`config.mk`:
```
export PLATFORM = sky130hd
export DESIGN_NAME = cdrlf_track_loop
export DESIGN_NICKNAME = d
export VERILOG_FILES = /design/src/rtl/cdrlf_pkg.sv /design/src/rtl/cdrlf_pi_filter.sv /design/src/rtl/cdrlf_phase_acc.sv /design/src/rtl/cdrlf_code_map.sv /design/src/rtl/cdrlf_track_loop.sv
export SDC_FILE = /design/constraint.sdc
export NUM_CORES = 1
export LEC_CHECK = 0
export BUFFER_PORTS_ARGS = -buffer_cell sky130_fd_sc_hd__clkbuf_2
export CORE_MARGIN = 3
export CORE_UTILIZATION = 65
export DETAILED_ROUTE_END_ITERATION = 6
export PLACE_DENSITY = 0.95
export SLEW_MARGIN = 20
export SYNTH_ARGS = -nofsm -noshare
export SYNTH_HDL_FRONTEND = slang
export SYNTH_SLANG_ARGS = --single-unit
```
`constraint.sdc`:
```
create_clock -name clk_i -period 18.47 [get_ports clk_i]
set_input_delay 3.694 -clock clk_i [delete_from_list [all_inputs] [get_ports clk_i]]
set_output_delay 3.694 -clock clk_i [all_outputs]
set_load 0.05 [all_outputs]
```
`src/rtl/cdrlf_pkg.sv`:
```
`timescale 1ns/1ps
package cdrlf_pkg;

   // Weight on the later phase that places the interpolated edge at
   // 90deg*f/steps, using an integer rational sine approximation.
   function automatic int sin_weight(input int f, input int steps);
      longint d_s, d_c, n_s, n_c, s_v, c_v, den, half;
      if (f <= 0) return 0;
      if (f >= steps) return steps;
      half = longint'(180) * steps;
      d_s  = longint'(90) * f;
      d_c  = longint'(90) * (steps - f);
      n_s  = d_s * (half - d_s);
      n_c  = d_c * (half - d_c);
      den  = longint'(40500) * steps * steps;
      s_v  = (longint'(4) * n_s * 65536) / (den - n_s);
      c_v  = (longint'(4) * n_c * 65536) / (den - n_c);
      return int'((longint'(2) * steps * s_v + s_v + c_v) / (longint'(2) * (s_v + c_v)));
   endfunction

endpackage

```
`src/rtl/cdrlf_pi_filter.sv`:
```
`timescale 1ns/1ps
module cdrlf_pi_filter #(
   parameter int KP_W    = 8,
   parameter int KI_W    = 6,
   parameter int INT_W   = 12,
   parameter int DELTA_W = 10,
   parameter int QSPAN   = 496
) (
   input  logic                      clk_i,
   input  logic                      rst_i,
   input  logic                      en_i,
   input  logic                      early_i,
   input  logic                      late_i,
   input  logic [KP_W-1:0]           kp_i,
   input  logic [KI_W-1:0]           ki_i,
   input  logic [INT_W-2:0]          lim_i,
   output logic signed [INT_W-1:0]   integ_o,
   output logic signed [DELTA_W-1:0] delta_o
);
   localparam int SW = INT_W + 2;
   localparam int PW = ((KP_W > INT_W) ? KP_W : INT_W) + 3;
   localparam logic signed [PW-1:0] DMAX = PW'(QSPAN - 1);

   logic signed [1:0]    dir;
   logic signed [SW-1:0] ki_s, lim_s, isum, inext;
   logic signed [PW-1:0] kp_s, prop, raw, lim_d;

   always_comb begin
      dir = 2'sb00;
      if (early_i && !late_i)      dir = 2'sb01;
      else if (late_i && !early_i) dir = 2'sb11;
   end

   always_comb begin
      ki_s  = $signed(SW'(ki_i));
      lim_s = $signed(SW'(lim_i));
      unique case (dir)
         2'sb01:  isum = SW'(integ_o) + ki_s;
         2'sb11:  isum = SW'(integ_o) - ki_s;
         default: isum = SW'(integ_o);
      endcase
      if (isum > lim_s)       inext = lim_s;
      else if (isum < -lim_s) inext = -lim_s;
      else                    inext = isum;
   end

   always_comb begin
      kp_s = $signed(PW'(kp_i));
      unique case (dir)
         2'sb01:  prop = kp_s;
         2'sb11:  prop = -kp_s;
         default: prop = '0;
      endcase
      raw = prop + PW'(inext);
      if (raw > DMAX)       lim_d = DMAX;
      else if (raw < -DMAX) lim_d = -DMAX;
      else                  lim_d = raw;
      delta_o = DELTA_W'(lim_d);
   end

   always_ff @(posedge clk_i) begin
      if (rst_i)     integ_o <= '0;
      else if (en_i) integ_o <= INT_W'(inext);
   end
endmodule

```
`src/rtl/cdrlf_phase_acc.sv`:
```
`timescale 1ns/1ps
module cdrlf_phase_acc #(
   parameter int SEL_W   = 2,
   parameter int POS_W   = 9,
   parameter int DELTA_W = 10,
   parameter int QSPAN   = 496
) (
   input  logic                      clk_i,
   input  logic                      rst_i,
   input  logic                      en_i,
   input  logic signed [DELTA_W-1:0] delta_i,
   output logic [SEL_W-1:0]          sel_o,
   output logic [POS_W-1:0]          pos_o
);
   localparam int TW = ((POS_W > DELTA_W) ? POS_W : DELTA_W) + 2;
   localparam logic signed [TW-1:0] SPAN = TW'(QSPAN);

   logic signed [TW-1:0] tot, wrapped;
   logic signed [1:0]    carry;

   always_comb begin
      tot = $signed(TW'(pos_o)) + TW'(delta_i);
      if (tot >= SPAN) begin
         wrapped = tot - SPAN;
         carry   = 2'sb01;
      end else if (tot < 0) begin
         wrapped = tot + SPAN;
         carry   = 2'sb11;
      end else begin
         wrapped = tot;
         carry   = 2'sb00;
      end
   end

   always_ff @(posedge clk_i) begin
      if (rst_i) begin
         sel_o <= '0;
         pos_o <= '0;
      end else if (en_i) begin
         sel_o <= sel_o + SEL_W'(carry);
         pos_o <= POS_W'(wrapped);
      end
   end
endmodule

```
`src/rtl/cdrlf_code_map.sv`:
```
`timescale 1ns/1ps
module cdrlf_code_map #(
   parameter int FINE_W  = 5,
   parameter int STEPS   = 31,
   parameter bit SIN_LUT = 1'b1
) (
   input  logic [FINE_W-1:0] fine_i,
   input  logic              sin_i,
   output logic [FINE_W-1:0] code_o
);
   localparam int NCODE = 1 << FINE_W;

   generate
      if (SIN_LUT) begin : g_sin
         logic [FINE_W-1:0] lut [NCODE];
         for (genvar g = 0; g < NCODE; g++) begin : g_ent
            localparam int WGT = cdrlf_pkg::sin_weight(g, STEPS);
            assign lut[g] = FINE_W'(WGT);
         end
         assign code_o = sin_i ? lut[fine_i] : fine_i;
      end else begin : g_lin
         logic unused_sin;
         assign unused_sin = sin_i;
         assign code_o     = fine_i;
      end
   endgenerate
endmodule

```
`src/rtl/cdrlf_track_loop.sv`:
```
`timescale 1ns/1ps
module cdrlf_track_loop #(
   parameter int SEL_W   = 2,
   parameter int FINE_W  = 5,
   parameter int FRAC_W  = 4,
   parameter int KP_W    = 8,
   parameter int KI_W    = 6,
   parameter int INT_W   = 12,
   parameter bit SIN_LUT = 1'b1
) (
   input  logic              clk_i,
   input  logic              rst_i,
   input  logic              upd_i,
   input  logic              early_i,
   input  logic              late_i,
   input  logic              hold_i,
   input  logic [KP_W-1:0]   kp_i,
   input  logic [KI_W-1:0]   ki_i,
   input  logic [INT_W-2:0]  int_lim_i,
   input  logic              sin_map_i,
   output logic [SEL_W-1:0]  sel_o,
   output logic [FINE_W-1:0] fine_o
);
   localparam int STEPS   = (1 << FINE_W) - 1;
   localparam int QSPAN   = STEPS << FRAC_W;
   localparam int POS_W   = FINE_W + FRAC_W;
   localparam int DELTA_W = POS_W + 1;

   if (SEL_W < 1)       begin : g_bad_sel  $error("SEL_W must be at least 1"); end
   if (FINE_W < 2)      begin : g_bad_fine $error("FINE_W must be at least 2"); end
   if (FRAC_W < 1)      begin : g_bad_frac $error("FRAC_W must be at least 1"); end
   if (KI_W >= INT_W)   begin : g_bad_ki   $error("KI_W must be below INT_W"); end

   logic                      upd_en;
   logic signed [DELTA_W-1:0] delta;
   logic signed [INT_W-1:0]   integ_unused;
   logic [POS_W-1:0]          pos;
   logic [FINE_W-1:0]         fine_idx;
   logic [FRAC_W-1:0]         unused_frac;

   assign upd_en      = upd_i && !hold_i;
   assign fine_idx    = pos[POS_W-1:FRAC_W];
   assign unused_frac = pos[FRAC_W-1:0];

   cdrlf_pi_filter #(
      .KP_W(KP_W), .KI_W(KI_W), .INT_W(INT_W), .DELTA_W(DELTA_W), .QSPAN(QSPAN)
   ) filt_i (
      .clk_i(clk_i), .rst_i(rst_i), .en_i(upd_en),
      .early_i(early_i), .late_i(late_i),
      .kp_i(kp_i), .ki_i(ki_i), .lim_i(int_lim_i),
      .integ_o(integ_unused), .delta_o(delta)
   );

   cdrlf_phase_acc #(
      .SEL_W(SEL_W), .POS_W(POS_W), .DELTA_W(DELTA_W), .QSPAN(QSPAN)
   ) acc_i (
      .clk_i(clk_i), .rst_i(rst_i), .en_i(upd_en),
      .delta_i(delta), .sel_o(sel_o), .pos_o(pos)
   );

   cdrlf_code_map #(
      .FINE_W(FINE_W), .STEPS(STEPS), .SIN_LUT(SIN_LUT)
   ) map_i (
      .fine_i(fine_idx), .sin_i(sin_map_i), .code_o(fine_o)
   );
endmodule

```
[After elaboration in Yosys (flattened, before gate mapping)]
Memories as Yosys holds them, arrays and structs flattened.
Index checks and enable logic that the tools add are counted.
Cells by class
  add/subtract/negate cells: 9
  $lt $le $gt $ge: 7
  eq/ne operators: 2
  muxes and demuxes: 15
  bitwise logic cells: 1
  reductions and logical operators: 6
Operators by type and width (number)
  15-bit case mux with 2 select lines: 1
  14-bit 2-to-1 mux: 2
  14-bit case mux with 2 select lines: 1
  10-bit 2-to-1 mux: 2
  9-bit 2-to-1 mux: 2
  15-bit by 14-bit adder with 15-bit output: 1
  15-bit by 10-bit > comparator with 1-bit output (second input constant): 1
  15-bit by 10-bit less-than comparator with 1-bit output (second input constant): 1
  5-bit 2-to-1 mux: 3
  8-bit negator with 15-bit output: 1
  14-bit by 12-bit > comparator with 1-bit output: 1
  14-bit less-than comparator: 1
  11-bit negator with 14-bit output: 1
  12-bit by 7-bit adder with 13-bit output: 1
  12-bit by 7-bit subtractor with 13-bit output: 1
  10-bit by 10-bit adder with 11-bit output: 1
  11-bit by 10-bit greater-or-equal comparator with 1-bit output (second input constant): 1
  11-bit by 1-bit less-than comparator with 1-bit output (second input constant): 1
  9-bit by 5-bit adder with 9-bit output (second input constant): 1
  9-bit by 5-bit subtractor with 9-bit output (second input constant): 1
  2-bit 2-to-1 mux: 4
  6-bit greater-or-equal comparator (second input constant): 1
  5-bit NOT with 6-bit output: 1
  1-bit logical AND: 3
  4 further kinds: 6
Storage, ports and cells
  bits in registers: 23
  bits in read-only memories: 160
  input bits: 32
  output and inout port bits: 7
  logic and storage cells: 44
  memories: 1
Memories
  (name not given): words 32, width 5, read ports 1, clocked after memory_dff 0, wr ports 0, line cdrlf_code_map.sv:20  | assign code_o = sin_i ? lut[fine_i] : fine_i;

[Depth between registers and ports, before layout]
  word-level depth: 18
  gate-level depth with buffers: 56
  gate-level depth less buffers: 53

[Cells and area by module]
Synthesis repeated with hierarchy kept, for this count alone.
Second synthesis, totals
  cells, all modules: 757
  area, all modules: 5362.6 sq um
Modules (own cells, without submodules)
  cdrlf_pi_filter: instances 1, cells an instance 538, area each 3728.6 sq um, seq. area each 240.2 sq um
  cdrlf_phase_acc: instances 1, cells an instance 176, area each 1343.8 sq um, seq. area each 220.2 sq um
  cdrlf_code_map: instances 1, cells an instance 42, area each 276.5 sq um, seq. area each 0.0 sq um
  cdrlf_track_loop: instances 1, cells an instance 1, area each 13.8 sq um, seq. area each 0.0 sq um

[Worst setup path after synthesis]
OpenSTA, ideal clock, no wires.
  kind: input to register
  start point: in early_i
  end point: reg acc_i.sel_o[1]
  setup time: 0.128 ns
  arrival time: 13.514 ns
  data required time: 18.342 ns
  slack: 4.828 ns
  stages: 50
  cell sequence: inv_1 > ha_1 > clkbuf_1 > nor2_1 > xnor2_1 > ha_1 > nor2b_4 > o31a_1 > or4_4 > a221o_2 > o31ai_4 > mux2i_1 > xor2_1 > inv_1 > ha_1 > a21oi_1 > nor2_1 > nor2_1 > [14 not listed] > ha_1 > a211oi_1 > nor2_1 > o21a_1 > o31ai_1 > inv_1 > ha_1 > nand3_1 > o32ai_1 > nand3b_1 > nor3b_1 > mux2i_4 > and2_2 > ha_1 > nand2b_1 > mux2i_1 > xnor2_1 > nor2_1
Between the ends
  longest elaborated chain between the ends: 18
  elaborated cells between the ends (all ways): 24
  classes of those cells: 3 x add/sub; 6 x order compare; 2 x eq/ne; 10 x mux; 3 x reduce/logical
Ends and longest elaborated chain
  start, declared: line cdrlf_track_loop.sv:14  | input logic early_i,
  1-bit zero test: line cdrlf_pi_filter.sv:31  | else if (late_i && !early_i) dir = 2'sb11;
  1-bit logical AND: line cdrlf_pi_filter.sv:31
  2-bit 2-to-1 mux: line cdrlf_pi_filter.sv:31
  2-bit 2-to-1 mux *: line cdrlf_pi_filter.sv:30  | if (early_i && !late_i) dir = 2'sb01;
  2-bit equality test / 2-bit by 1-bit equality test with 1-bit output (equally long branches): line cdrlf_pi_filter.sv:37  | unique case (dir)
  14-bit case mux with 2 select lines *: line cdrlf_pi_filter.sv:37
  14-bit less-than comparator: line cdrlf_pi_filter.sv:43  | else if (isum < -lim_s) inext = -lim_s;
  14-bit 2-to-1 mux: line cdrlf_pi_filter.sv:43
  [1 not listed]
  net filt_i.inext[1]: line cdrlf_pi_filter.sv:25  | logic signed [SW-1:0] ki_s, lim_s, isum, inext;
  [1 not listed]
  15-bit by 10-bit less-than comparator with 1-bit output: line cdrlf_pi_filter.sv:56  | else if (raw < -DMAX) lim_d = -DMAX;
  10-bit 2-to-1 mux: line cdrlf_pi_filter.sv:56
  10-bit 2-to-1 mux *: line cdrlf_pi_filter.sv:55  | if (raw > DMAX) lim_d = DMAX;
  10-bit by 10-bit adder with 11-bit output *: line cdrlf_phase_acc.sv:22  | tot = $signed(TW'(pos_o)) + TW'(delta_i);
  11-bit by 1-bit less-than comparator with 1-bit output: line cdrlf_phase_acc.sv:26  | end else if (tot < 0) begin
  2-bit 2-to-1 mux: line cdrlf_phase_acc.sv:26
  2-bit 2-to-1 mux *: line cdrlf_phase_acc.sv:23  | if (tot >= SPAN) begin
  2-bit adder *: line cdrlf_phase_acc.sv:40  | sel_o <= sel_o + SEL_W'(carry);
  end signal, assigned: line cdrlf_phase_acc.sv:40
  end, declared: line cdrlf_phase_acc.sv:12  | output logic [SEL_W-1:0] sel_o,
The timed path passes the listed nets; every way through them passes the cells marked *.
A chain may end at the register's enable or synchronous reset.

[Worst setup path in the final report]
Same ends and word-level chain as after synthesis.

==> summary.md <==
| Metric | Value |
|---|---|
| Cell accounting for the most synthesized area | `ha_1` |
| Sequential fraction of the synthesis area | `a little under a tenth` |
| Die H | `slightly above 90 um` |
| P&R area growth vs syn | `5.10%` |
| Reg2reg setup slack | `around 7.5 ns` |
| Initial core utilization | `67.7%` |
| Core Region | `around 0.0073 mm^2` |
| M2 GR Usage | `between 50 and 60%` |
| Seq cells post-synth | `23` |
| Crit Path Max Fanout | `31` |
| CP startpoint kind | `input port` |
| Fillers | `about 640` |
| Maximum VDD drop | `~0.12 mV` |
| Hold buffer count at cts | `0` |
| CP max stage delay | `just over 0.5 ns` |
| Post-route cell area | `roughly 0.0052 mm^2` |
| Final Net Count | `just over 800` |
| M1 GR Usage | `between 30% and 40%` |
| Drt total wl | `about 14 mm` |
| Critical-path top delay cell | `nor2_4` |
| Layout Skew | `approximately 0.013 ns` |
| Gpl congestion | `between 0.9 and 1` |
| Internal power | `0.237 mW` |
| Max transition margin | `29.3%` |
| Max-cap viol count | `0` |
| P_leak | `roughly 2.4 nW` |
| Clock root buffer | `clkbuf_8` |
| Reg2reg start | `filt_i.integ_o[0]$_SDFFE_PP0P_` |
| Congestion Overflow GR | `0` |
| Critical Path RT | `between 15 and 20 ns` |
| # resized after CTS | `0` |
| Post-synth EDFFs | `0` |
| Num CTS Buffers | `3` |
| Post-route ant nets | `0` |
| First-pass GRT wire length | `23.3 mm` |
| DIE WIDTH | `between 90 and 100 um` |
| GR peak layer | `met2` |
| Synthesized area per cell | `7.15 um^2` |
| Clk network pwr share | `slightly below 6%` |
| Critical path class | `input port to register` |
| Die area | `slightly below 0.009 mm^2` |
| Diode count | `0` |
| Initial antenna violation count | `0` |
| DRC | `0` |
| Commonest non-fill, non-tap cell in the layout | `ha_1` |
| Final hold violation count | `0` |
| Post-synth ARST share | `0%` |
| PortBufs | `38` |
| Commonest non-fill, non-tap cells in the layout | `ha_1, nor2_1, a21oi_1` |
| Ys flop type | `dfxtp_1` |
| Final Critical Period | `~15 ns` |
| Worst-skew pair later-pin latency | `approximately 0.27 ns` |
| Post-synth top area share | `a little under a fifth` |
| DRT iter0 DRCs | `roughly 270` |
| Setup crit end kind | `register` |
| Setup Viol. Count Final | `0` |
| Setup TNS | `0 ns` |
| Worst Reg-to-Reg Cells | `48` |
| Setup crit end | `acc_i.sel_o[1]$_SDFFE_PP0P_` |
| Drt wl/cell | `about 18 um` |
| Hold crit path type | `register to register` |
| Clk sinks | `23` |
| WP data arrival | `14.89 ns` |
| Total track usage | `32.6%` |
| DRT Pass-1 Iters | `5` |
| Sequential Power Share | `roughly 14%` |
| CP most frequent cell | `ha_1` |
| CTS tree | `yes` |
| Worst-Margin Slew | `roughly 1.1 ns` |
| Mapped Area | `between 0.004 and 0.005 mm^2` |
| Cell Rows | `31` |
| Clock Path Buffers | `2` |
| Placement Cell Area | `0.00514 mm^2` |
| Vias in the first global route | `5130` |
| Warnings from Yosys | `0` |
| Setup crit start | `early_i` |
| Largest net degree at the start of global routing | `36` |
| H-tree levels | `1` |
| Post-DP HPWL | `about 11 mm` |
| RSZ-0062 raised after global routing | `no` |
| Ratio of final minimum period to clock period | `between 70% and 80%` |
| Share of layout cells above drive strength 1 | `9.36%` |
| Vias per Instance | `6.65` |
| PwrDens | `approximately 110 mW/mm^2` |
| Post-CTS Setup Inserts | `0` |
| GR Layer Usage met3 | `around 4.2%` |
| Comb pwr share | `about four fifths` |
| Distinct cells, synth | `70` |
| Net Sw Frac | `57.1%` |
| Vias | `approximately 5300` |
| Status | `finished, final reports clean` |
| Max Transition Viols Final | `0` |
| Psw | `0.314 mW` |
| Top cells by area, synth | `ha_1, dfxtp_1, a21oi_1` |
| Reg-to-reg endpoint | `acc_i.sel_o[1]$_SDFFE_PP0P_` |
| Ports | `39` |
| Syn nets | `798` |
| Max Freq | `67.8 MHz` |
| Gate Count Post-Synth | `690` |
| Clock-pin slew on the worst setup and hold paths | `around 0.090 ns` |
power groups by stage:
stage	sequential, mW	combinational, mW	clock (mW)
final	0.0768	0.442	0.0326
after floorplan	0.0699	0.337	0
after CTS	0.0758	0.430	0.0333
after global routing	0.0781	0.484	0.0349
after global placement	0.0761	0.405	0
after detailed placement	0.0770	0.426	0
metal layers:
metal	routed length, um	share of wire, %
met5	0	0
met4	992	7.0
met3	1040	7.4
met2	6600	47
met1	5450	39
worst max-delay path, delay by kind of cell:
family	cells	cell delay [ns]
muxes	4	0.81
buffers and inverters	4	0.38
xor gates and xnor gates	4	0.88
adders and majority gates	7	2.03
AOI/OAI and AO/OA	19	4.27
and+or+nand+nor	13	2.81
logic make-up (layout without fill, tap and decap cells):
logic type	after synthesis	after routing	share of synthesized area, %
AO/OA/AOI/OAI	225	225	29.3
XOR/XNOR	45	45	8.37
adder cells (fa/ha/maj)	77	77	19.9
buffers and inverters	72	87	5.86
flip-flops	23	23	9.33
multiplexers	15	15	3.42
AND/OR/NAND/NOR	233	233	23.8
final cells by class:
type	count	area [um^2]	share of cell area, %
clock buffers	3	41.3	0.796
clock inverters	1	5.00	0.0965
inverters	44	165	3.18
multi-input cells	595	4190	80.8
flip-flops and latches	23	460	8.88
well taps	99	124	2.39
repair buffers	39	198	3.81
flip-flops by register name (all words and copies together) (netlist names):
signal and flops:
filt_i.integ_o 12, acc_i.pos_o 9, acc_i.sel_o 2
worst min path at each step:
| stage | end | startpoint | slack (ns) | cells past startpoint |
|---|---|---|---|---|
| 2_1_floorplan | acc_i.pos_o[0]$_SDFFE_PP0P_ | acc_i.pos_o[0]$_SDFFE_PP0P_ | 0.44 | 2 |
| 3_3_place_gp | acc_i.pos_o[3]$_SDFFE_PP0P_ | acc_i.pos_o[3]$_SDFFE_PP0P_ | 0.45 | 2 |
| 3_5_place_dp | acc_i.pos_o[3]$_SDFFE_PP0P_ | acc_i.pos_o[3]$_SDFFE_PP0P_ | 0.46 | 2 |
| 4_1_cts | acc_i.pos_o[3]$_SDFFE_PP0P_ | acc_i.pos_o[3]$_SDFFE_PP0P_ | 0.47 | 2 |
| 5_1_grt | acc_i.pos_o[0]$_SDFFE_PP0P_ | acc_i.pos_o[0]$_SDFFE_PP0P_ | 0.50 | 2 |
| 6_report | acc_i.pos_o[0]$_SDFFE_PP0P_ | acc_i.pos_o[0]$_SDFFE_PP0P_ | 0.48 | 2 |
Yosys cell counts (4+ instances only):
cell type and count:
ha_1 73, nor2_1 67, a21oi_1 60, o21ai_0 59, nand2_1 56, inv_1 44
xnor2_1 32, a21o_1 27, dfxtp_1 23, nor3_1 19, clkbuf_1 16, nand2b_1 14
nand3_1 14, nor3b_1 14, a211oi_1 13, nor2b_1 12, xor2_1 12, mux2i_1 9
o31ai_1 9, o21a_1 8, nand4_1 7, buf_2 6, o211ai_1 6, or3_1 6
nand3b_1 5, a31o_2 4, a31oi_1 4, buf_1 4, mux2_2 4, o2111ai_1 4
o21bai_1 4
metrics by stage:
stage                     utilization (%)  setup slack [ns]  hold WS (ns)  total power, mW  instances
after floorplan                         -              4.83         0.441            0.407        690
after global placement               70.4              3.88         0.448            0.481        800
after detailed placement             70.4              3.43         0.459            0.503        800
after CTS                            71.1              3.56         0.474            0.539        804
after global routing                 71.1              2.81         0.503            0.597        804
final                                71.1              3.72         0.475            0.551        804
No activity file was read; power rests on OpenSTA's default activity.
